### config.mk
export PLATFORM = sky130hd
export DESIGN_NAME = eth_clkgen
export DESIGN_NICKNAME = d
export VERILOG_FILES = /design/src/rtl/eth_clkgen_pkg.sv /design/src/rtl/eth_clkgen_rst_sync.sv /design/src/rtl/eth_clkgen_regs.sv /design/src/rtl/eth_clkgen_prediv.sv /design/src/rtl/eth_clkgen_final.sv /design/src/rtl/eth_clkgen.sv
export SDC_FILE = /design/constraint.sdc
export NUM_CORES = 1
export LEC_CHECK = 0
export CORE_MARGIN = 2
export CORE_UTILIZATION = 62
export CTS_BUF_LIST = sky130_fd_sc_hd__clkbuf_8
export CTS_CLUSTER_DIAMETER = 120
export DETAILED_ROUTE_END_ITERATION = 7
export DONT_BUFFER_PORTS = 1
export PLACE_DENSITY = 0.83
export SYNTH_ARGS = -nofsm -noshare
export SYNTH_HDL_FRONTEND = slang
export SYNTH_SLANG_ARGS = --single-unit
### constraint.sdc
create_clock -name clk -period 1.9 [get_ports clk]
set_input_delay 0.38 -clock clk [delete_from_list [all_inputs] [get_ports clk]]
set_output_delay 0.38 -clock clk [all_outputs]
set_load 0.02 [all_outputs]
### src/rtl/eth_clkgen_pkg.sv
package eth_clkgen_pkg;

  // Control word layout. These positions are decoded by software and must stay fixed.
  localparam int CTRL_WIDTH  = 32;
  localparam int MODE_POS    = 0;
  localparam int SRC_POS     = 4;
  localparam int DLY_LSB     = 5;
  localparam int DLY_WIDTH   = 2;
  localparam int PDIV_LSB    = 7;
  localparam int PDIV_WIDTH  = 3;
  localparam int FSEL_POS    = 10;
  localparam int INV_POS     = 11;
  localparam int EN_POS      = 12;

  // Final stage ratios
  localparam int FIN_RATIO_LO = 5;
  localparam int FIN_RATIO_HI = 10;

  typedef struct packed {
    logic                  en;
    logic                  inv;
    logic                  fsel;
    logic [PDIV_WIDTH-1:0] pdiv;
    logic [DLY_WIDTH-1:0]  dly;
    logic                  src;
    logic                  rgmii;
  } ctrl_t;

endpackage

### src/rtl/eth_clkgen_rst_sync.sv
module eth_clkgen_rst_sync #(
  parameter int STAGES = 2
) (
  input  logic clk,
  input  logic rst_n,
  output logic rst_sync_n
);

  logic [STAGES-1:0] sync_q;
  logic [STAGES-1:0] sync_d;

  always_comb begin
    sync_d = {sync_q[STAGES-2:0], 1'b1};
  end

  // Assert asynchronously, release on a clock edge
  always_ff @(posedge clk or negedge rst_n) begin
    if (!rst_n) sync_q <= '0;
    else        sync_q <= sync_d;
  end

  assign rst_sync_n = sync_q[STAGES-1];

endmodule

### src/rtl/eth_clkgen_regs.sv
module eth_clkgen_regs
  import eth_clkgen_pkg::*;
#(
  parameter int CTRL_W = CTRL_WIDTH
) (
  input  logic              clk,
  input  logic              rst_n,
  input  logic              wr_en,
  input  logic [CTRL_W-1:0] wr_data,
  output ctrl_t             ctrl,
  output logic              restart
);

  ctrl_t ctrl_q;
  ctrl_t ctrl_d;
  ctrl_t wr_fields;
  logic  unused_bits;

  always_comb begin
    wr_fields.en    = wr_data[EN_POS];
    wr_fields.inv   = wr_data[INV_POS];
    wr_fields.fsel  = wr_data[FSEL_POS];
    wr_fields.pdiv  = wr_data[PDIV_LSB +: PDIV_WIDTH];
    wr_fields.dly   = wr_data[DLY_LSB +: DLY_WIDTH];
    wr_fields.src   = wr_data[SRC_POS];
    wr_fields.rgmii = wr_data[MODE_POS];
  end

  // Bits with no defined meaning are dropped
  assign unused_bits = ^{wr_data[CTRL_W-1:EN_POS+1], wr_data[SRC_POS-1:MODE_POS+1]};

  always_comb begin
    ctrl_d = ctrl_q;
    if (wr_en) ctrl_d = wr_fields;
  end

  always_ff @(posedge clk or negedge rst_n) begin
    if (!rst_n) ctrl_q <= '0;
    else        ctrl_q <= ctrl_d;
  end

  assign ctrl    = ctrl_q;
  assign restart = wr_en;

endmodule

### src/rtl/eth_clkgen_prediv.sv
module eth_clkgen_prediv #(
  parameter int DIV_W = 3
) (
  input  logic             clk,
  input  logic             rst_n,
  input  logic             en,
  input  logic             restart,
  input  logic             tick_in,
  input  logic [DIV_W-1:0] div_val,
  output logic             tick_out
);

  logic [DIV_W-1:0] last_cnt;
  logic [DIV_W-1:0] cnt_q;
  logic [DIV_W-1:0] cnt_d;

  // One-based ratio; a zero field behaves like a ratio of one
  always_comb begin
    if (div_val == '0) last_cnt = '0;
    else               last_cnt = div_val - DIV_W'(1);
  end

  always_comb begin
    cnt_d = cnt_q;
    if (!en || restart)   cnt_d = '0;
    else if (tick_in) begin
      if (cnt_q == last_cnt) cnt_d = '0;
      else                   cnt_d = cnt_q + DIV_W'(1);
    end
  end

  always_ff @(posedge clk or negedge rst_n) begin
    if (!rst_n) cnt_q <= '0;
    else        cnt_q <= cnt_d;
  end

  assign tick_out = en && tick_in && (cnt_q == last_cnt);

  AST_PDIV_RANGE: assert property (@(posedge clk) disable iff (!rst_n)
    cnt_q <= last_cnt);

endmodule

### src/rtl/eth_clkgen_final.sv
module eth_clkgen_final #(
  parameter int DLY_W  = 2,
  parameter int FIN_LO = 5,
  parameter int FIN_HI = 10
) (
  input  logic             clk,
  input  logic             rst_n,
  input  logic             en,
  input  logic             rgmii,
  input  logic             inv,
  input  logic             fsel,
  input  logic [DLY_W-1:0] dly,
  input  logic             restart,
  input  logic             tick_in,
  output logic             ref_clk_o,
  output logic             tx_clk_o,
  output logic             tx_dly_o,
  output logic             mode_o
);

  localparam int CNT_W  = $clog2(FIN_HI + 1);
  localparam int PROD_W = CNT_W + DLY_W;

  logic [CNT_W-1:0]  ratio;
  logic [CNT_W-1:0]  high_len;
  logic [CNT_W-1:0]  cnt_q;
  logic [CNT_W-1:0]  cnt_d;
  logic [PROD_W-1:0] dly_prod;
  logic [CNT_W-1:0]  dly_cnt;
  logic [CNT_W:0]    phase;
  logic              base_hi;
  logic              shift_hi;
  logic              ref_d, tx_d, dly_d, mode_d;
  logic              ref_q, tx_q, dly_q, mode_q;

  always_comb begin
    ratio    = fsel ? CNT_W'(FIN_HI) : CNT_W'(FIN_LO);
    high_len = ratio >> 1;
  end

  // Final counter: advances once per pre-divided tick
  always_comb begin
    cnt_d = cnt_q;
    if (!en || restart) cnt_d = '0;
    else if (tick_in) begin
      if (cnt_q == ratio - CNT_W'(1)) cnt_d = '0;
      else                            cnt_d = cnt_q + CNT_W'(1);
    end
  end

  always_ff @(posedge clk or negedge rst_n) begin
    if (!rst_n) cnt_q <= '0;
    else        cnt_q <= cnt_d;
  end

  // The delayed clock reuses the counter: it compares against a lagging phase
  always_comb begin
    dly_prod = PROD_W'(dly) * PROD_W'(ratio);
    dly_cnt  = rgmii ? CNT_W'(dly_prod >> 2) : '0;
    if (cnt_q >= dly_cnt) phase = {1'b0, cnt_q} - {1'b0, dly_cnt};
    else                  phase = {1'b0, cnt_q} + {1'b0, ratio} - {1'b0, dly_cnt};
  end

  always_comb begin
    base_hi  = cnt_q < high_len;
    shift_hi = phase < {1'b0, high_len};
    ref_d    = en && base_hi;
    tx_d     = en && ((inv && !rgmii) ? !base_hi : base_hi);
    dly_d    = en && shift_hi;
    mode_d   = rgmii;
  end

  always_ff @(posedge clk or negedge rst_n) begin
    if (!rst_n) begin
      ref_q  <= 1'b0;
      tx_q   <= 1'b0;
      dly_q  <= 1'b0;
      mode_q <= 1'b0;
    end else begin
      ref_q  <= ref_d;
      tx_q   <= tx_d;
      dly_q  <= dly_d;
      mode_q <= mode_d;
    end
  end

  assign ref_clk_o = ref_q;
  assign tx_clk_o  = tx_q;
  assign tx_dly_o  = dly_q;
  assign mode_o    = mode_q;

  AST_FIN_RANGE: assert property (@(posedge clk) disable iff (!rst_n)
    cnt_q < ratio);

  AST_WRITE_RESTART: assert property (@(posedge clk) disable iff (!rst_n)
    restart |=> (cnt_q == '0));

  AST_DISABLED_LOW: assert property (@(posedge clk) disable iff (!rst_n)
    !en |=> (!ref_q && !tx_q && !dly_q));

  AST_RGMII_NO_INVERT: assert property (@(posedge clk) disable iff (!rst_n)
    mode_q |-> (tx_q == ref_q));

  AST_RMII_NO_DELAY: assert property (@(posedge clk) disable iff (!rst_n)
    !mode_q |-> (dly_q == ref_q));

endmodule

### src/rtl/eth_clkgen.sv
module eth_clkgen
  import eth_clkgen_pkg::*;
#(
  parameter int CTRL_W  = CTRL_WIDTH,
  parameter int NUM_SRC = 2,
  parameter int SYNC_ST = 2
) (
  input  logic              clk,
  input  logic              rst_n,
  input  logic              wr_en,
  input  logic [CTRL_W-1:0] wr_data,
  input  logic [NUM_SRC-1:0] src_tick,
  output logic              mode_rgmii,
  output logic              phy_ref_clk,
  output logic              tx_clk,
  output logic              tx_clk_dly
);

  logic  rst_s_n;
  ctrl_t ctrl;
  logic  restart;
  logic  sel_tick;
  logic  mid_tick;

  eth_clkgen_rst_sync #(.STAGES(SYNC_ST)) u_rst (
    .clk        (clk),
    .rst_n      (rst_n),
    .rst_sync_n (rst_s_n)
  );

  eth_clkgen_regs #(.CTRL_W(CTRL_W)) u_regs (
    .clk     (clk),
    .rst_n   (rst_s_n),
    .wr_en   (wr_en),
    .wr_data (wr_data),
    .ctrl    (ctrl),
    .restart (restart)
  );

  // Source selection
  always_comb begin
    sel_tick = src_tick[ctrl.src];
  end

  eth_clkgen_prediv #(.DIV_W(PDIV_WIDTH)) u_prediv (
    .clk      (clk),
    .rst_n    (rst_s_n),
    .en       (ctrl.en),
    .restart  (restart),
    .tick_in  (sel_tick),
    .div_val  (ctrl.pdiv),
    .tick_out (mid_tick)
  );

  eth_clkgen_final #(
    .DLY_W  (DLY_WIDTH),
    .FIN_LO (FIN_RATIO_LO),
    .FIN_HI (FIN_RATIO_HI)
  ) u_final (
    .clk       (clk),
    .rst_n     (rst_s_n),
    .en        (ctrl.en),
    .rgmii     (ctrl.rgmii),
    .inv       (ctrl.inv),
    .fsel      (ctrl.fsel),
    .dly       (ctrl.dly),
    .restart   (restart),
    .tick_in   (mid_tick),
    .ref_clk_o (phy_ref_clk),
    .tx_clk_o  (tx_clk),
    .tx_dly_o  (tx_clk_dly),
    .mode_o    (mode_rgmii)
  );

endmodule

# After elaboration in Yosys (flattened, before gate mapping)
# Cells that the tools add are included.
# op_classes
n_mux	13
reduce_logical	13
mul	1
order_cmp	4
eq_ne	2
add_sub_neg	7
# ops
cell	n
two-way mux 4 bit	5
two-way mux 3 bit	4
logical AND 1 bit	6
multiplier 2 x 4 -> 6 bit	1
adder 4 x 4 -> 5 bit	1
< comparator 5 x 3 -> 1 bit	1
two-way mux 5 bit	1
subtractor 4 x 4 -> 5 bit	1
subtractor 5 x 4 -> 5 bit	1
adder 4 x 1 -> 4 bit, second input constant	1
== test 4 bit	1
>= comparator 4 bit	1
< comparator 4 x 3 -> 1 bit	1
nonzero test 2 bit	2
subtractor 4 x 1 -> 4 bit, second input constant	1
adder 3 x 1 -> 3 bit, second input constant	1
== test 3 bit	1
zero test 1 bit	3
zero test 3 bit	1
two-way mux 1 bit	3
subtractor 3 x 1 -> 3 bit, second input constant	1
< comparator 1 x 2 -> 1 bit, second input constant	1
logical OR 1 bit	1
# totals
register_bits	23
out_inout_bits	4
input_bits	37

# Longest topological paths before layout
# Gate-level depths: netlist (run 1).
# depth
depth_word	7
mapped_depth	12

# Hierarchy
# Synthesis (run 1) repeated with hierarchy kept, for this count alone.
# hier_totals
cells_unflattened	157
area_unflattened_um2	1667.8
# by_module_without_submodules
mod	seq_area_each_um2	instances	cells_per_inst	area_per_inst_um2
eth_clkgen_final	200.2	1	101	914.6
eth_clkgen_regs	250.2	1	22	419.2
eth_clkgen_prediv	75.1	1	30	265.3
eth_clkgen_rst_sync	50.0	1	3	53.8
eth_clkgen	0.0	1	1	15.0

# Worst setup path before layout (run 1)
# Ideal clock, no wire load.
# synth_timing
kind	register -> register
startpoint	register u_regs.ctrl_q, in the netlist u_regs.ctrl[7]
endpoint	register u_final.dly_q (netlist: u_final.tx_dly_o)
setup_slack_ps	-1223
path_buffers	1
arrival_time_ps	3058
setup_ps	65
synth_period_minus_slack_ps	3123
stages_incl_launch_ff	13
t_required_ps	1835
path_cell_list	dfrtp_1 > clkbuf_1 > mux2_2 > nand2_1 > inv_1 > fa_1 > inv_1 > fa_1 > xnor2_1 > o21ai_0 > ha_1 > a211oi_1 > o221a_2
# synth_between
elab_chain_cells	7
word_cells_on_any_way	10
classes_between	3 x add/sub; 1 x mul; 2 x order compare; 3 x mux; 1 x reduce/logical
# synth_lines
element	line_no	text
start: declaration	eth_clkgen_regs.sv:14	ctrl_t ctrl_q;
start signal: assignment	eth_clkgen_regs.sv:39	else ctrl_q <= ctrl_d;
two-way mux 4 bit *	eth_clkgen_final.sv:37	ratio = fsel ? CNT_W'(FIN_HI) : CNT_W'(FIN_LO);
multiplier 2 x 4 -> 6 bit	eth_clkgen_final.sv:58	dly_prod = PROD_W'(dly) * PROD_W'(ratio);
two-way mux 4 bit	eth_clkgen_final.sv:59	dly_cnt = rgmii ? CNT_W'(dly_prod >> 2) : '0;
subtractor 5 x 4 -> 5 bit (tied with other cells)	eth_clkgen_final.sv:61	else phase = {1'b0, cnt_q} + {1'b0, ratio} - {1'b0, dly_cnt};
two-way mux 5 bit	eth_clkgen_final.sv:60	if (cnt_q >= dly_cnt) phase = {1'b0, cnt_q} - {1'b0, dly_cnt};
< comparator 5 x 3 -> 1 bit *	eth_clkgen_final.sv:66	shift_hi = phase < {1'b0, high_len};
logical AND 1 bit *	eth_clkgen_final.sv:69	dly_d = en && shift_hi;
via u_final.dly_d	eth_clkgen_final.sv:33	logic ref_d, tx_d, dly_d, mode_d;
end signal: assignment	eth_clkgen_final.sv:82	dly_q <= dly_d;
end: declaration	eth_clkgen_final.sv:34	logic ref_q, tx_q, dly_q, mode_q;
# The timed path passes the listed nets; every way through them passes the cells marked *.
# A chain may end at the register's enable or synchronous reset.

# Final worst setup path (run 1)
# Same ends and word-level chain as after synthesis.

==> out/metrics.cfg, run 1 <==
[floorplanning]
io_pins=41
die_area_mm2=0.00304
start_util_pct=65.4
fp.dieW_um=55.1
die_h_um=55.1
core_area_mm2=0.00248
num_rows=18

[timing]
final_hold_viol_count=0
hold_slack_ns=0.213
fin_ws_ns=-0.830
fmax_ghz=0.366
clock_skew_ns=0.00452
setup_tns_ns=-1.53
setup_viol=7
fin_crit_ns=2.73
post-route-period-util_pct=144
slew_violations=0
rsz0062_at_grt=true

[critical_path]
crit_type=reg -> reg
reg2reg_from=u_regs.ctrl[7]
crit_cells=10
critPathRequiredTime_ns=2.06
rr_worst_depth=10
regToRegSetupSlack_ns=-0.83
crit_family=adder cells
end_kind=flop
max_stage_delay_ns=0.51
cp_max_fo=2
critical_path_buf_inv_count=2
reg2reg_to=u_final.tx_dly_o
endpoint=u_final.tx_dly_o
startpoint=u_regs.ctrl[7]
slowest_stage=fa_1
path_cells=mux2_4, nand2_4, inv_2, fa_1, inv_2, fa_2, mux2_4, ha_4, nand2_1, o221a_2
crit_arrival_ns=2.89
start_kind=flop

[synthesis]
synth_edf_count=0
async_flop_share_pct=100
synth.most_common_cell=dfrtp_1
yosysWarnings=0
ys_seq_elements=23
synth_ff_type=dfrtp_1
synthDistinctLibCells=37
synthCells=164
yosys-mux-area-fraction_pct=9.96
synth_area_leader_cell=dfrtp_1
yosysTopAreaCellShare_pct=35.5
synth-xor-area-share_pct=4.86
syn_area_per_cell_um2=9.88
ys_seq_area_share_pct=35.5
synth_top_family_by_area=adder cells
synth_area_leaders=dfrtp_1 36%, ha_1 15%, mux2_2 6.3%
synth_common_cells=23 x dfrtp_1, 20 x ha_1, 17 x inv_1
netlist_area_mm2=0.00162
synthSimpleGateAreaFrac_pct=14.0
synth_compound_area_share_pct=11.2
synth-adder-area-share_pct=19.2

[clocking]
clk_latency_ns=0.27
cts_buffers=3
root_buffer=clkbuf_8
cts_tree=done
h-tree-depth=1
cts_sinks=23
clk_pin_slew_ns=0.08
clk_path_buf_depth=2

[layout]
stdcell_count=229
area_growth_pct=26.6
drive_gt1_share_pct=35.2
n_fill_cell=139
diodes=0
final_nets=260

[grt]
antenna_found_initial=0
grt_pass1_vias=1293
track_usage_pct=27.3
grt_pass1_wl_um=5730
grt-ovfl-total=0
grt_max_degree=22

[route]
wirelength_um=3630
first_iter_violations=11
met1Wirelength_um=1450
via_count=1272
drc=0
top_layer=met4
via_per_inst=5.55
wl_met3_um=121
wl_met2_um=2010
drt-pass1-iter-count=4
wl_per_cell_um=15.9
ant_nets=0

[placement]
port_buffers=0
placed_cells=220
dp.final_hpwl_um=2720
gp_congestion=0.750
dp_slack_ns=-0.863

[power]
vdd_drop_max_mv=0.695
powerDensity_mw_per_mm2=723
total_leakage_power_nw=0.997

[job]
maxCapViolCount=0

[status]
violations=setup timing
status=complete, but fails checks

[hold_path]
hold_class=reg -> async

==> logic make-up after synthesis <==
logic type / count (synthesis)
AO/OA/AOI/OAI: 28
XOR/XNOR: 9
adder cells (fa/ha/maj): 23
buffers and inverters: 20
flip-flops: 23
multiplexers: 15
other: 1
AND/OR/NAND/NOR: 45
==> flip-flops by register name, indices dropped and copies added (netlist names) <==
register	cells
u_final.cnt_q	4
u_regs.ctrl	10
u_final.tx_clk_o	1
u_final.tx_dly_o	1
u_rst.sync_q	2
u_prediv.cnt_q	3
u_final.ref_clk_o	1
u_final.mode_o	1
==> worst min path at each step <==
stage | slack (ns) | from | cells past startpoint | end
global route | 0.22 | wr_en | 1 | u_regs.ctrl[7]
CTS | 0.22 | u_rst.sync_q[1] | 1 | u_regs.ctrl[0]
detailed placement | 0.08 | rst_n | 0 | u_rst.sync_q[0]
global placement | 0.08 | rst_n | 0 | u_rst.sync_q[1]
finish | 0.21 | u_rst.sync_q[1] | 1 | u_regs.ctrl[0]
floorplan | 0.08 | rst_n | 0 | u_rst.sync_q[0]
==> where the power goes <==
group          leakage, nW  switching (mW)  internal [mW]  total, mW
logic                0.683           0.287          0.315      0.602
clock network       0.0255           0.165          0.147      0.311
registers            0.289          0.0402          0.529      0.569
total                0.997           0.492          0.990       1.48
==> per-stage QoR <==
step | total power [mW] | utilization, % | instance area [um2]
finish | 1.48 | 82.8 | 2050
global route | 1.57 | 82.8 | 2050
CTS | 1.45 | 80.8 | 2000
detailed placement | 1.11 | 76.6 | 1900
global placement | 1.07 | 76.6 | 1900
floorplan | 0.947 | - | 1680
==> timing repair <==
item,CTS,global route
pin swaps,7,1
setup buffers,2,2
hold buffers,1,0
gates resized for setup,7,10
hold endpoints to repair,2,0
endpoints found under the setup margin,7,8
==> layout make-up <==
| cell class | instances | area [um2] | share of cell area (%) |
|---|---|---|---|
| multi-input cells | 122 | 1070 | 52.2 |
| flip-flops and latches | 23 | 576 | 28.0 |
| repair buffers | 33 | 258 | 12.6 |
| inverters | 17 | 63.8 | 3.11 |
| clock buffers | 3 | 41.3 | 2.01 |
| well taps | 30 | 37.5 | 1.83 |
| clock inverters | 1 | 5.00 | 0.244 |
==> cells in the final DEF (no fill, tap or decap), types with 2 or more instances in the layout <==
| cell | netlist | final |
|---|---|---|
| a21o_1 | 2 | 2 |
| a21oi_1 | 5 | 4 |
| buf_4 | 0 | 30 |
| buf_6 | 1 | 2 |
| clkbuf_8 | 0 | 3 |
| conb_1 | 1 | 2 |
| dfrtp_1 | 23 | 23 |
| fa_1 | 3 | 2 |
| ha_1 | 20 | 16 |
| ha_4 | 0 | 3 |
| inv_1 | 17 | 14 |
| inv_2 | 0 | 3 |
| mux2_2 | 9 | 7 |
| mux2_4 | 0 | 2 |
| mux2i_1 | 6 | 6 |
| nand2_1 | 12 | 10 |
| nand2b_1 | 5 | 4 |
| nand3_1 | 4 | 4 |
| nor2_1 | 8 | 6 |
| nor2_2 | 0 | 2 |
| nor2b_1 | 2 | 2 |
| nor3_1 | 5 | 5 |
| o21ai_0 | 11 | 9 |
| o21ai_1 | 0 | 2 |
| xnor2_1 | 5 | 5 |
| xor2_1 | 4 | 4 |
==> layer usage <==
metal	vias up	track usage (%)
li1	625	-
met1	616	29.2
met2	24	51.8
met3	7	5.91
met4	0	10.6
met5	-	0
Note: power is estimated with default switching activity, not from simulation.
==> inputs of run 2 (changes only) <==
- CELL_PAD_IN_SITES_DETAIL_PLACEMENT: not set -> 0
- CELL_PAD_IN_SITES_GLOBAL_PLACEMENT: not set -> 1
- CORE_UTILIZATION: 62 -> 53
- PLACE_DENSITY: 0.83 -> 0.91
==> run 2 against run 1 <==
  * The run still ends with setup timing left
  * Via count rose by 2.1%
  * Sequential share of layout area is 0.10 points higher
  * Non-clock buffer count grew 2
  * Sequential power barely moved
  * Die area up 16%
  * Clock skew shrank 0.00053 ns
  * First-iteration DRC count grew to 3.3 times the previous value
  * Critical path type unchanged
  * Worst setup slack worse by 0.032 ns
  * Sequential cell count is the same
  * Critical path depth rose by 1
  * Utilization decreased by 14 points
  * Global-route usage shrank 5.6 points
==> out/metrics.cfg, run 2 (same netlist as run 1, synthesis figures left out) <==
[status]
status=complete, but fails checks
violations=setup timing

[floorplanning]
die_area_mm2=0.00352  ; +16%
fp.dieW_um=59.3  ; +7.6%
io_pins=41  ; unchanged
die_h_um=59.3  ; +7.6%
core_area_mm2=0.00298  ; +20%
num_rows=20  ; +2
start_util_pct=54.4  ; -11 points

[layout]
final_cell_area_mm2=0.00204  ; -0.37%
final_common_cell=buf_4
drive_gt1_share_pct=33.3  ; -1.8 points
diodes=0  ; unchanged
final_cell_mix=33 x buf_4, 23 x dfrtp_1, 18 x ha_1
regArea_um2=576  ; unchanged
n_fill_cell=240  ; +73%
area_growth_pct=26.2
final_nets=262  ; +0.77%
largest_reg_flops=10  ; unchanged
stdcell_count=234  ; +2.2%
multi_input_area_mm2=0.00105  ; -2.1%
fin_util_pct=68.7  ; -14 points

[critical_path]
endpoint=u_final.tx_dly_o
rr_worst_depth=11  ; +1
reg2reg_from=u_regs.ctrl[7]
crit_type=reg -> reg
crit_arrival_ns=2.98  ; +0.09 ns
critPathRequiredTime_ns=2.11  ; +0.05 ns
end_kind=flop
start_kind=flop
regToRegSetupSlack_ns=-0.86  ; -0.03 ns
startpoint=u_regs.ctrl[7]
cp_max_fo=2  ; unchanged
reg2reg_to=u_final.tx_dly_o

[power]
vdd_drop_max_mv=0.480  ; -31%
total_leakage_power_nw=1.01  ; +0.96%
powerDensity_mw_per_mm2=712  ; -1.5%

[route]
met1Wirelength_um=1390  ; -4.5%
wl_met3_um=74  ; -39%
first_iter_violations=36  ; +25
top_layer=met4
wirelength_um=3360  ; -7.7%
via_count=1299  ; +2.1%
ant_nets=0  ; unchanged
drc=0  ; unchanged
drt-pass1-iter-count=4  ; unchanged
wl_per_cell_um=14.3  ; -9.7%
wl_met2_um=1800  ; -10%
via_per_inst=5.55  ; about the same

[placement]
dp.final_hpwl_um=2730  ; +0.32%
dp_slack_ns=-0.888  ; -0.0256 ns
port_buffers=0  ; unchanged
gp_congestion=0.824  ; +9.8%
dpl_cell_area_mm2=0.00194  ; +2.2%
placed_cells=228  ; +3.6%

[clocking]
h-tree-depth=1  ; unchanged
cts_tree=done
clk_latency_ns=0.27  ; about the same
root_buffer=clkbuf_8
cts_buffers=3  ; unchanged
cts_sinks=23  ; unchanged
clk_path_buf_depth=2  ; unchanged
clk_pin_slew_ns=0.09  ; about the same

[timing]
fin_crit_ns=2.76  ; +0.0322 ns
post-route-period-util_pct=145  ; +1.7 points
hold_slack_ns=0.212  ; -0.000892 ns
slew_violations=0  ; unchanged
clock_skew_ns=0.00398  ; -0.000535 ns
rsz0062_at_grt=true
final_hold_viol_count=0  ; unchanged
setup_viol=7  ; unchanged
fin_ws_ns=-0.863  ; -0.0322 ns
fmax_ghz=0.362  ; -1.2%

[grt]
antenna_found_initial=0  ; unchanged
grt-ovfl-total=0  ; unchanged
track_usage_pct=21.8  ; -5.6 points
grt_pass1_vias=1362  ; +5.3%
grt_max_degree=22  ; unchanged
grt_pass1_wl_um=5720  ; -0.23%

[hold_path]
hold_class=reg -> async

[job]
maxCapViolCount=0  ; unchanged

==> run 2: final cells by class <==
cell class	instances	area share, %
tap	33	2.02
clock inverter	1	0.245
multi-input combinational	122	51.3
timing repair buffer	35	13.2
sequential	23	28.2
clock buffer	3	2.02
inverter	17	3.12
==> run 2: layer usage <==
layer / track usage (%) / vias to the layer above
met1: 25.0 / 625
met5: 0 / -
met2: 40.3 / 27
met3: 2.84 / 8
li1: - / 639
met4: 8.44 / 0
==> run 2: worst min path at each step <==
stage,endpoint,start,cells after the start,slack (ns)
after global placement,u_rst.sync_q[1],rst_n,0,0.08
after CTS,u_regs.ctrl[6],wr_en,1,0.21
final,u_regs.ctrl[8],u_rst.sync_q[1],1,0.21
after global routing,u_regs.ctrl[7],wr_en,1,0.22
after floorplan,u_rst.sync_q[0],rst_n,0,0.08
after detailed placement,u_rst.sync_q[1],rst_n,0,0.08
==> run 2: repair_timing <==
action	in CTS	in global routing
hold endpoints to repair	2	0
setup endpoints to repair	7	7
hold buffers	1	0
pin swaps	5	3
resized for setup	4	5
setup buffers	0	1
==> run 2: power by group <==
group / switching (mW) / internal [mW] / leakage [nW]
clock network: 0.165 / 0.146 / 0.0255
logic: 0.267 / 0.307 / 0.692
registers: 0.0398 / 0.529 / 0.289
total: 0.472 / 0.983 / 1.01
==> run 2: worst max-delay path, stage by stage (launching register included) <==
cell,delay [ns]
dfrtp_1,0.40
mux2_4,0.32
nand2_4,0.06
inv_2,0.03
fa_1,0.49
inv_2,0.05
fa_2,0.41
xnor2_2,0.14
o21ai_1,0.13
ha_1,0.27
a211oi_2,0.20
o221a_2,0.20
==> run 2: stage by stage <==
| step | power [mW] | setup TNS [ns] |
|---|---|---|
| global placement | 1.09 | -1.07 |
| floorplan | 0.947 | -1.38 |
| global route | 1.55 | -2.05 |
| CTS | 1.44 | -1.46 |
| detailed placement | 1.12 | -1.33 |
| finish | 1.45 | -1.45 |
